`config.mk`:
```
export PLATFORM = sky130hd
export DESIGN_NAME = fpx_status_unit
export DESIGN_NICKNAME = d
export VERILOG_FILES = /design/src/rtl/fpx_pkg.sv /design/src/rtl/fpx_classify.sv /design/src/rtl/fpx_cause_sel.sv /design/src/rtl/fpx_flag_gate.sv /design/src/rtl/fpx_status_unit.sv
export SDC_FILE = /design/constraint.sdc
export NUM_CORES = 1
export LEC_CHECK = 0
export BUFFER_PORTS_ARGS = -buffer_cell sky130_fd_sc_hd__buf_2
export CELL_PAD_IN_SITES_DETAIL_PLACEMENT = 1
export CELL_PAD_IN_SITES_GLOBAL_PLACEMENT = 1
export CORE_UTILIZATION = 23
export DETAILED_ROUTE_END_ITERATION = 8
export MAX_ROUTING_LAYER = met4
export PLACE_DENSITY = 0.74
export SLEW_MARGIN = 0
export SYNTH_ARGS = -nofsm -noshare
export SYNTH_HDL_FRONTEND = slang
export SYNTH_SLANG_ARGS = --single-unit
```
`constraint.sdc`:
```
create_clock -name clk -period 2 [get_ports clk]
set_clock_uncertainty 0.05 [all_clocks]
set_input_delay 0.1 -clock clk [delete_from_list [all_inputs] [get_ports clk]]
set_output_delay 0.1 -clock clk [all_outputs]
set_load 0.01 [all_outputs]
```
`src/rtl/fpx_pkg.sv`:
```
`timescale 1ns/1ps
package fpx_pkg;
  localparam int EXP_W  = 11;
  localparam int FRAC_W = 52;
  localparam int WORD_W = 1 + EXP_W + FRAC_W;
  localparam int NCAUSE = 6;

  // cause vector bit positions
  localparam int C_INF_SUB  = 0;
  localparam int C_SNAN     = 1;
  localparam int C_ZERO_INF = 2;
  localparam int C_INF_DIV  = 3;
  localparam int C_ZERO_DIV = 4;
  localparam int C_SQRT_NEG = 5;

  typedef enum logic [2:0] {
    OP_ADD   = 3'd0,
    OP_SUB   = 3'd1,
    OP_MUL   = 3'd2,
    OP_DIV   = 3'd3,
    OP_SQRT  = 3'd4,
    OP_RECIP = 3'd5,
    OP_RSQRT = 3'd6,
    OP_NONE  = 3'd7
  } fpx_op_e;

  typedef struct packed {
    logic sign;
    logic zero;
    logic inf;
    logic nan;
    logic snan;
  } fpx_cls_t;
endpackage

```
`src/rtl/fpx_classify.sv`:
```
`timescale 1ns/1ps
module fpx_classify
  import fpx_pkg::*;
#(
  parameter int EW = EXP_W,
  parameter int FW = FRAC_W
) (
  input  logic [EW+FW:0] word,
  output fpx_cls_t       cls
);
  localparam int TOP_BIT = EW + FW;

  logic [EW-1:0] expo;
  logic [FW-1:0] frac;
  logic          exp_max;
  logic          exp_min;
  logic          frac_nz;

  always_comb begin
    expo    = word[TOP_BIT-1 -: EW];
    frac    = word[FW-1:0];
    exp_max = &expo;
    exp_min = ~|expo;
    frac_nz = |frac;
    cls.sign = word[TOP_BIT];
    cls.zero = exp_min & ~frac_nz;
    cls.inf  = exp_max & ~frac_nz;
    cls.nan  = exp_max & frac_nz;
    cls.snan = exp_max & frac_nz & ~frac[FW-1];
  end
endmodule

```
`src/rtl/fpx_cause_sel.sv`:
```
`timescale 1ns/1ps
module fpx_cause_sel
  import fpx_pkg::*;
#(
  parameter int NC = NCAUSE
) (
  input  logic [2:0]    op,
  input  fpx_cls_t      cls_a,
  input  fpx_cls_t      cls_b,
  input  logic          raw_invalid,
  input  logic          raw_divzero,
  output logic [NC-1:0] cause,
  output logic          zdiv
);
  logic any_snan;
  logic both_inf;
  logic both_zero;
  logic inf_zero_mix;

  always_comb begin
    any_snan     = cls_a.snan | cls_b.snan;
    both_inf     = cls_a.inf & cls_b.inf;
    both_zero    = cls_a.zero & cls_b.zero;
    inf_zero_mix = (cls_a.inf & cls_b.zero) | (cls_a.zero & cls_b.inf);
    cause = '0;
    zdiv  = 1'b0;
    if (raw_invalid) begin
      unique case (fpx_op_e'(op))
        OP_ADD, OP_SUB: begin
          if (both_inf)      cause[C_INF_SUB] = 1'b1;
          else if (any_snan) cause[C_SNAN]    = 1'b1;
        end
        OP_MUL: begin
          if (inf_zero_mix)  cause[C_ZERO_INF] = 1'b1;
          else if (any_snan) cause[C_SNAN]     = 1'b1;
        end
        OP_DIV: begin
          if (both_inf)       cause[C_INF_DIV]  = 1'b1;
          else if (both_zero) cause[C_ZERO_DIV] = 1'b1;
          else if (any_snan)  cause[C_SNAN]     = 1'b1;
        end
        OP_SQRT: begin
          if (cls_a.nan) cause[C_SNAN]     = cls_a.snan;
          else           cause[C_SQRT_NEG] = 1'b1;
        end
        OP_RECIP: begin
          cause[C_SNAN] = cls_a.snan;
        end
        OP_RSQRT: begin
          if (cls_a.snan) cause[C_SNAN]     = 1'b1;
          else            cause[C_SQRT_NEG] = 1'b1;
        end
        default: cause = '0;
      endcase
    end
    unique case (fpx_op_e'(op))
      OP_DIV, OP_RECIP, OP_RSQRT: zdiv = raw_divzero;
      default:                    zdiv = 1'b0;
    endcase
  end


  always_comb begin
    onehot_cause_chk: assert ($onehot0(cause));
  end
endmodule

```
`src/rtl/fpx_flag_gate.sv`:
```
`timescale 1ns/1ps
module fpx_flag_gate
  import fpx_pkg::*;
#(
  parameter int NC        = NCAUSE,
  parameter int W         = WORD_W,
  parameter bit USER_ONLY = 1'b0
) (
  input  logic [2:0]    op,
  input  logic [NC-1:0] cause,
  input  logic          zdiv,
  input  logic          inv_en,
  input  logic          zdiv_en,
  input  logic          trap_mode0,
  input  logic          trap_mode1,
  input  logic          sign_a,
  input  logic [W-1:0]  core_result,
  output logic          summary,
  output logic          trap,
  output logic [W-1:0]  result
);
  localparam int FW = W - 1 - EXP_W;
  // exponent field of one half: bias minus one
  localparam logic [EXP_W-1:0] HALF_EXP = {1'b0, {(EXP_W-2){1'b1}}, 1'b0};

  logic arm;

  generate
    if (USER_ONLY) begin : g_user
      assign arm = 1'b1;
    end else begin : g_priv
      assign arm = trap_mode0 | trap_mode1;
    end
  endgenerate

  always_comb begin
    summary = ((|cause) & inv_en) | (zdiv & zdiv_en);
    trap    = summary & arm;
    if (fpx_op_e'(op) == OP_RECIP && zdiv)
      result = {sign_a, HALF_EXP, {FW{1'b0}}};
    else
      result = core_result;
  end


  always_comb begin
    trap_needs_sum_chk: assert (!trap || summary);
  end
endmodule

```
`src/rtl/fpx_status_unit.sv`:
```
`timescale 1ns/1ps
module fpx_status_unit
  import fpx_pkg::*;
#(
  parameter bit USER_ONLY = 1'b0
) (
  input  logic              clk,
  input  logic              rst,
  input  logic              in_valid,
  input  logic [2:0]        op,
  input  logic [WORD_W-1:0] opnd_a,
  input  logic [WORD_W-1:0] opnd_b,
  input  logic [WORD_W-1:0] core_result,
  input  logic              raw_invalid,
  input  logic              raw_divzero,
  input  logic              inv_en,
  input  logic              zdiv_en,
  input  logic              trap_mode0,
  input  logic              trap_mode1,
  output logic              out_valid,
  output logic [WORD_W-1:0] out_result,
  output logic [NCAUSE-1:0] cause_pulse,
  output logic              zdiv_pulse,
  output logic              summary_pulse,
  output logic              trap_req,
  output logic [NCAUSE-1:0] sticky_cause,
  output logic              sticky_zdiv,
  output logic              sticky_summary
);
  localparam int NOPND = 2;

  fpx_cls_t          cls [NOPND];
  logic [NCAUSE-1:0] cause_c;
  logic              zdiv_c;
  logic              sum_c;
  logic              trap_c;
  logic [WORD_W-1:0] res_c;

  generate
    for (genvar i = 0; i < NOPND; i++) begin : g_cls
      fpx_classify u_cls (
        .word (i == 0 ? opnd_a : opnd_b),
        .cls  (cls[i])
      );
    end
  endgenerate

  fpx_cause_sel u_sel (
    .op          (op),
    .cls_a       (cls[0]),
    .cls_b       (cls[1]),
    .raw_invalid (raw_invalid),
    .raw_divzero (raw_divzero),
    .cause       (cause_c),
    .zdiv        (zdiv_c)
  );

  fpx_flag_gate #(.USER_ONLY(USER_ONLY)) u_gate (
    .op          (op),
    .cause       (cause_c),
    .zdiv        (zdiv_c),
    .inv_en      (inv_en),
    .zdiv_en     (zdiv_en),
    .trap_mode0  (trap_mode0),
    .trap_mode1  (trap_mode1),
    .sign_a      (cls[0].sign),
    .core_result (core_result),
    .summary     (sum_c),
    .trap        (trap_c),
    .result      (res_c)
  );

  always_ff @(posedge clk) begin
    if (rst) begin
      out_valid      <= 1'b0;
      out_result     <= '0;
      cause_pulse    <= '0;
      zdiv_pulse     <= 1'b0;
      summary_pulse  <= 1'b0;
      trap_req       <= 1'b0;
      sticky_cause   <= '0;
      sticky_zdiv    <= 1'b0;
      sticky_summary <= 1'b0;
    end else begin
      out_valid     <= in_valid;
      cause_pulse   <= in_valid ? cause_c : '0;
      zdiv_pulse    <= in_valid & zdiv_c;
      summary_pulse <= in_valid & sum_c;
      trap_req      <= in_valid & trap_c;
      if (in_valid) begin
        out_result     <= res_c;
        sticky_cause   <= sticky_cause | cause_c;
        sticky_zdiv    <= sticky_zdiv | zdiv_c;
        sticky_summary <= sticky_summary | sum_c;
      end
    end
  end


  pulse_needs_valid_chk: assert property (@(posedge clk) disable iff (rst)
    (|cause_pulse || zdiv_pulse || summary_pulse || trap_req) |-> out_valid);


  no_invalid_no_cause_chk: assert property (@(posedge clk) disable iff (rst)
    (in_valid && !raw_invalid) |=> cause_pulse == '0);


  zdiv_op_scope_chk: assert property (@(posedge clk) disable iff (rst)
    (in_valid && (op == OP_ADD || op == OP_SUB || op == OP_MUL || op == OP_SQRT))
    |=> !zdiv_pulse);


  summary_has_source_chk: assert property (@(posedge clk) disable iff (rst)
    summary_pulse |-> (|cause_pulse || zdiv_pulse));


  sticky_monotone_chk: assert property (@(posedge clk) disable iff (rst)
    ((sticky_cause & $past(sticky_cause)) == $past(sticky_cause))
    && (sticky_zdiv || !$past(sticky_zdiv))
    && (sticky_summary || !$past(sticky_summary)));


  sticky_idle_chk: assert property (@(posedge clk) disable iff (rst)
    !out_valid |-> ($stable(sticky_cause) && $stable(sticky_zdiv) && $stable(sticky_summary)));
endmodule

```
# [After elaboration in Yosys (flattened, before gate mapping)]
# Index checks and enable logic that the tools add are counted.
[op_classes] n_div=0 bitwise_logic=30 mul=0 n_lt_le_gt_ge=0 n_mux=21 eq_ne=6 n_reduce_logical=14 shift=0 addsub=0
[ops] operator="$reduce_or A52 Y1" n=2
[ops] operator="$mux W64" n=1
[ops] operator="$reduce_and A11 Y1" n=2
[ops] operator="$reduce_or A11 Y1" n=2
[ops] operator="$and A1 B1 Y1" n=18
[ops] operator="$mux W1" n=16
[ops] operator="$eq A3 B3 Y1 const B" n=3
[ops] operator="$eq A3 B2 Y1 const B" n=2
[ops] operator="$mux W6" n=1
[ops] operator="$or A1 B1 Y1" n=6
[ops] operator="$or A6 B6 Y6" n=1
[ops] operator="$pmux W1 S6" n=1
[ops] operator="$reduce_or A6 Y1" n=1
[ops] operator="$not A1 Y1" n=5
[ops] operator="$reduce_or A2 Y1" n=2
[ops] operator="$eq A3 B1 Y1 const B" n=1
[ops] operator="$logic_not A3 Y1" n=1
[ops] operator="$reduce_or A3 Y1" n=1
[ops] operator="$logic_not A1 Y1" n=2
[ops] operator="$mux W2" n=1
[ops] operator="$pmux W1 S2" n=1
[ops] operator="$logic_and A1 B1 Y1" n=1
[word_totals] ramBits=0 latchBits=0 mem_count=0 reg_bits=82 word_cells=80 in_bits=204 romBits=0

# [Logic depth before layout (Yosys ltp)]
[logic_depth] ltp_word=14 mapped_depth=8 mapped_depth_nobuf=8

# [Hierarchy]
# Synthesis repeated with hierarchy kept, for this count alone.
[hier_totals] cells_unflattened=426 area_unflattened_um2=3952.5
[by_module_without_submodules] module="fpx_status_unit" instances=1 area_per_inst_um2=2855.2 cells_per_inst=261
[by_module_without_submodules] module="fpx_flag_gate" instances=1 area_per_inst_um2=494.2 cells_per_inst=77
[by_module_without_submodules] module="fpx_classify" instances=2 area_per_inst_um2=211.5 cells_per_inst=30
[by_module_without_submodules] module="fpx_cause_sel" instances=1 area_per_inst_um2=180.2 cells_per_inst=28

# [Least setup slack after synthesis]
# Ideal clock, no wire load.
[synth_path] kind="input -> register" start="input opnd_a[1]" end="register sticky_cause[3]" t_required_ns=1.879 stages=6 slack_ns=-0.019 n_path_buf=0 t_arrival_ns=1.899 path_cell_list="nor4_1 -> nand4_1 -> or4_4 -> or4b_4 -> or2_4 -> o2bb2ai_1"
[synth_via] elab_chain_len=8
[synth_lines] item="start, declared" line="fpx_status_unit.sv:11" source="input logic [WORD_W-1:0] opnd_a,"
[synth_lines] item="$reduce_or A52 Y1" line="fpx_classify.sv:24" source="frac_nz = |frac;"
[synth_lines] item="$not A1 Y1" line="fpx_classify.sv:27" source="cls.inf = exp_max & ~frac_nz;"
[synth_lines] item="$and A1 B1 Y1" line="fpx_classify.sv:27"
[synth_lines] item="$and A1 B1 Y1" line="fpx_cause_sel.sv:22" source="both_inf = cls_a.inf & cls_b.inf;"
[synth_lines] item="$mux W1" line="fpx_cause_sel.sv:38" source="if (both_inf) cause[C_INF_DIV] = 1'b1;"
[synth_lines] item="$mux W2" line="fpx_cause_sel.sv:28" source="unique case (fpx_op_e'(op))"
[synth_lines] item="$mux W6" line="fpx_cause_sel.sv:27" source="if (raw_invalid) begin"
[synth_lines] item="$or A6 B6 Y6" line="fpx_status_unit.sv:92" source="sticky_cause <= sticky_cause | cause_c;"
[synth_lines] item="end signal, assigned" line="fpx_status_unit.sv:92"
[synth_lines] item="end, declared" line="fpx_status_unit.sv:26" source="output logic [NCAUSE-1:0] sticky_cause,"
# No other way between the ends.
# A chain may end at the register's enable or synchronous reset.

# [Final worst setup path]
[layout_path] start="input opnd_a[26]" end="register sticky_cause[3]"
# Same word-level chain as after synthesis.

==> impl_metrics.env <==
export IMPL_drive_gt1_share_pct=44.36
export IMPL_post_synth_top_area_fraction_pct=46.76
export IMPL_slew_headroom_pct=50.01
export IMPL_antenna_violating_nets_post_route=0
export IMPL_grt_first_pass_wirelength_um=24720
export IMPL_hold_crit_start="core_result[5]"
export IMPL_postSynthRegisterBits=82
export IMPL_peakVddDrop_uv=366.0
export IMPL_clkLatencyLatePin_ps=330
export IMPL_site_rows=44
export IMPL_grt_use_total_pct=20.57
export IMPL_worstPathMaxFanout=5
export IMPL_crit_type="primary input to flop"
export IMPL_rsz0062_at_grt="false"
export IMPL_cp_arrival_ps=2110
export IMPL_via_count=4537
export IMPL_timing_hold_worst_class="primary input to flop"
export IMPL_critical_path_depth=7
export IMPL_design_power_total_mw=3.976
export IMPL_setup_violations=0
export IMPL_setup_tns_final_ps=0
export IMPL_max_clock_path_buffers=2
export IMPL_cts_htree_levels=3
export IMPL_hold_violations=0
export IMPL_synth_yosys_warnings=0
export IMPL_fmax_mhz=526.0
export IMPL_numCtsBuffers=9
export IMPL_postSynthCellCount=416
export IMPL_overflow=0
export IMPL_critical_path_cell_chain="buf_2 -> nor4_4 -> nand3_1 -> or4_4 -> or4b_4 -> or2_4 -> o2bb2ai_1"
export IMPL_routed_wirelength_um=15570
export IMPL_outcome="finished, violations left"
export IMPL_seq_area_frac_synth_pct=46.76
export IMPL_top_level_ports=286
export IMPL_place_port_buffers=284
export IMPL_final_max_tran_viols=0
export IMPL_tritoncts="yes"
export IMPL_cp_required_ps=2210
export IMPL_design_die_area_mm2=0.01576
export IMPL_drc=9
export IMPL_cp_buffers_inverters=1
export IMPL_grt_antenna_before_repair=1
export IMPL_ranking_of_synthesized_cells_by_area="dfxtp_1, nand2b_1, nand3_1"
export IMPL_reg2reg_setup_slack_ps=620
export IMPL_postCtsSetupRepairBufs=0
export IMPL_synth_avg_cell_area_um2=8.440
export IMPL_cellPowerDensity_mw_per_mm2=659.2
export IMPL_final_min_clock_period_ps=1901
export IMPL_violations="DRC"
export IMPL_number_of_global_route_vias_before_repair=4924
export IMPL_critPathLaunchType="primary input"
export IMPL_reg2regPathDepth=3
export IMPL_initialDrtViolationCount=113
export IMPL_synth_largest_area_cell="dfxtp_1"
export IMPL_width_of_the_die_um=125.6
export IMPL_critPathTopFamily="simple AND/OR/NAND/NOR gates"
export IMPL_core_mm2=0.01470
export IMPL_critPathSlowestCell="or4_4"
export IMPL_numClockSinks=82
export IMPL_dominantRegCellSynth="dfxtp_1"
export IMPL_cts_reportedPaths_clkPinSlew_ps=60
export IMPL_leakage_nw=2.813
export IMPL_worst_setup_path_startpoint="opnd_a[26]"
export IMPL_largest_net_degree_at_the_start_of_global_routing=129
export IMPL_synth_most_common_cell="dfxtp_1"
export IMPL_final_fill_count=1828
export IMPL_syn_cell_area_mm2=0.003511
export IMPL_routedWlPerCell_um=16.60
export IMPL_route_detailed_vias_per_inst=4.837
export IMPL_final_period_utilization_pct=95.06
export IMPL_place_congestion=0.8633
export IMPL_drt_pass1_iter_count=6
export IMPL_worst_pin_slew_ps=749.8
export IMPL_yosys_cell_types_count=38
export IMPL_synth_common_cells="dfxtp_1, nand3_1, a21oi_1"
export IMPL_setup_worst_path_end="sticky_cause[3]"
export IMPL_synth_edf_count=0
export IMPL_synthArstFlopShare_pct=0
export IMPL_timing_max_cap_violations=0
export IMPL_area_growth_syn_to_layout_pct=71.81
export IMPL_synthesis_nets=620
export IMPL_critical_path_endpoint_type="flop"
export IMPL_library_cell_used_as_clock_root_buffer="clkbuf_16"
export IMPL_crit_path_max_incr_delay_ps=570
export IMPL_die_height_um=125.6
export IMPL_rr_endpoint="out_result[63]"
export IMPL_critical_path_reg2reg_startpoint="out_result[63]"
export IMPL_start_util_pct=23.88
export IMPL_design_final_nets=952
export IMPL_hpwlAfterDp_um=11370
worst min path at each step:
stage	endpoint	slack [ps]	cells past startpoint
2_1_floorplan	zdiv_pulse	200	2
3_5_place_dp	out_result[63]	320	3
3_3_place_gp	out_result[42]	320	3
6_report	out_result[5]	10	3
4_1_cts	out_result[2]	0.01	3
5_1_grt	out_result[43]	7	3
routing by layer:
metal  vias to the layer above  track usage [%]  share of wire (%)
met2                       184            39.25                 55
met3                        54            2.953                4.6
li1                       2167                -                  -
met4                         0            12.05                4.6
met5                         -                -                  0
met1                      2132            19.48                 36
layout make-up:
| type | instances | area, um^2 | share of cell area, % |
|---|---|---|---|
| Clock buffer | 10 | 239.0 | 3.962 |
| Clock inverter | 6 | 32.53 | 0.5393 |
| Sequential cell | 82 | 1642 | 27.21 |
| Antenna cell | 1 | 2.502 | 0.04149 |
| Timing Repair Buffer | 351 | 2079 | 34.47 |
| Tap cell | 184 | 230.2 | 3.817 |
| Multi-Input combinational cell | 301 | 1795 | 29.77 |
| Inverter | 3 | 11.26 | 0.1867 |
sequential cells by signal (all words and copies together) (netlist names):
signal / flops
summary_pulse: 1
sticky_summary: 1
out_valid: 1
sticky_zdiv: 1
zdiv_pulse: 1
trap_req: 1
sticky_cause: 6
cause_pulse: 6
out_result: 64
placed cells by master (no fill, tap or decap), drive strengths merged, types with 2 or more instances in the layout:
cell type    count
nand3           59
or4              2
nand3b           2
nand2b          54
buf            300
nor4            32
a21o             4
or2b             2
clkbuf          10
nand4            8
and2             3
dfxtp           82
nor3             6
dlygate4sd3     51
nor2b            2
clkinv           5
o2bb2ai          3
nor2            24
a311oi           3
nand2           14
inv              3
a211oi          10
or3              2
a21oi           58
kinds of logic after synthesis:
group,synth area share (%)
AOI/OAI and AO/OA,14.15
xor gates and xnor gates,0.2495
buffers and inverters,4.312
DFF,46.76
and+or+nand+nor,34.53
metrics by stage:
stage	instance area [um^2]	cells	hold WS (ps)	setup slack [ps]	utilization, %
finish	6032	938	13.21	98.81	41.04
global route	6032	938	6.862	3.485	41.04
detailed placement	5182	870	324.3	-356.2	35.26
global placement	5182	870	324.0	-309.3	35.26
CTS	5971	937	0.01221	60.79	40.62
floorplan	3523	416	196.7	8.408	-
power by group:
part | internal, mW | switching, mW
clock network | 0.864 | 0.665
registers | 1.71 | 0.0400
logic | 0.366 | 0.329
worst reg2reg max path, delay by kind of cell, from the launching register on:
family / cells / cell delay [ps]
buf+inv: 1 / 600
flops: 1 / 350
compound gates: 1 / 270
simple gates: 1 / 60
what timing repair did:
item                                    in CTS  in global routing
endpoints found under the hold margin       51                  0
hold buffers                                51                  0
gates resized for setup                      1                 10
endpoints found under the setup margin       1                  8
pin swaps                                    0                  1
Power figures use the tool's default switching activity.
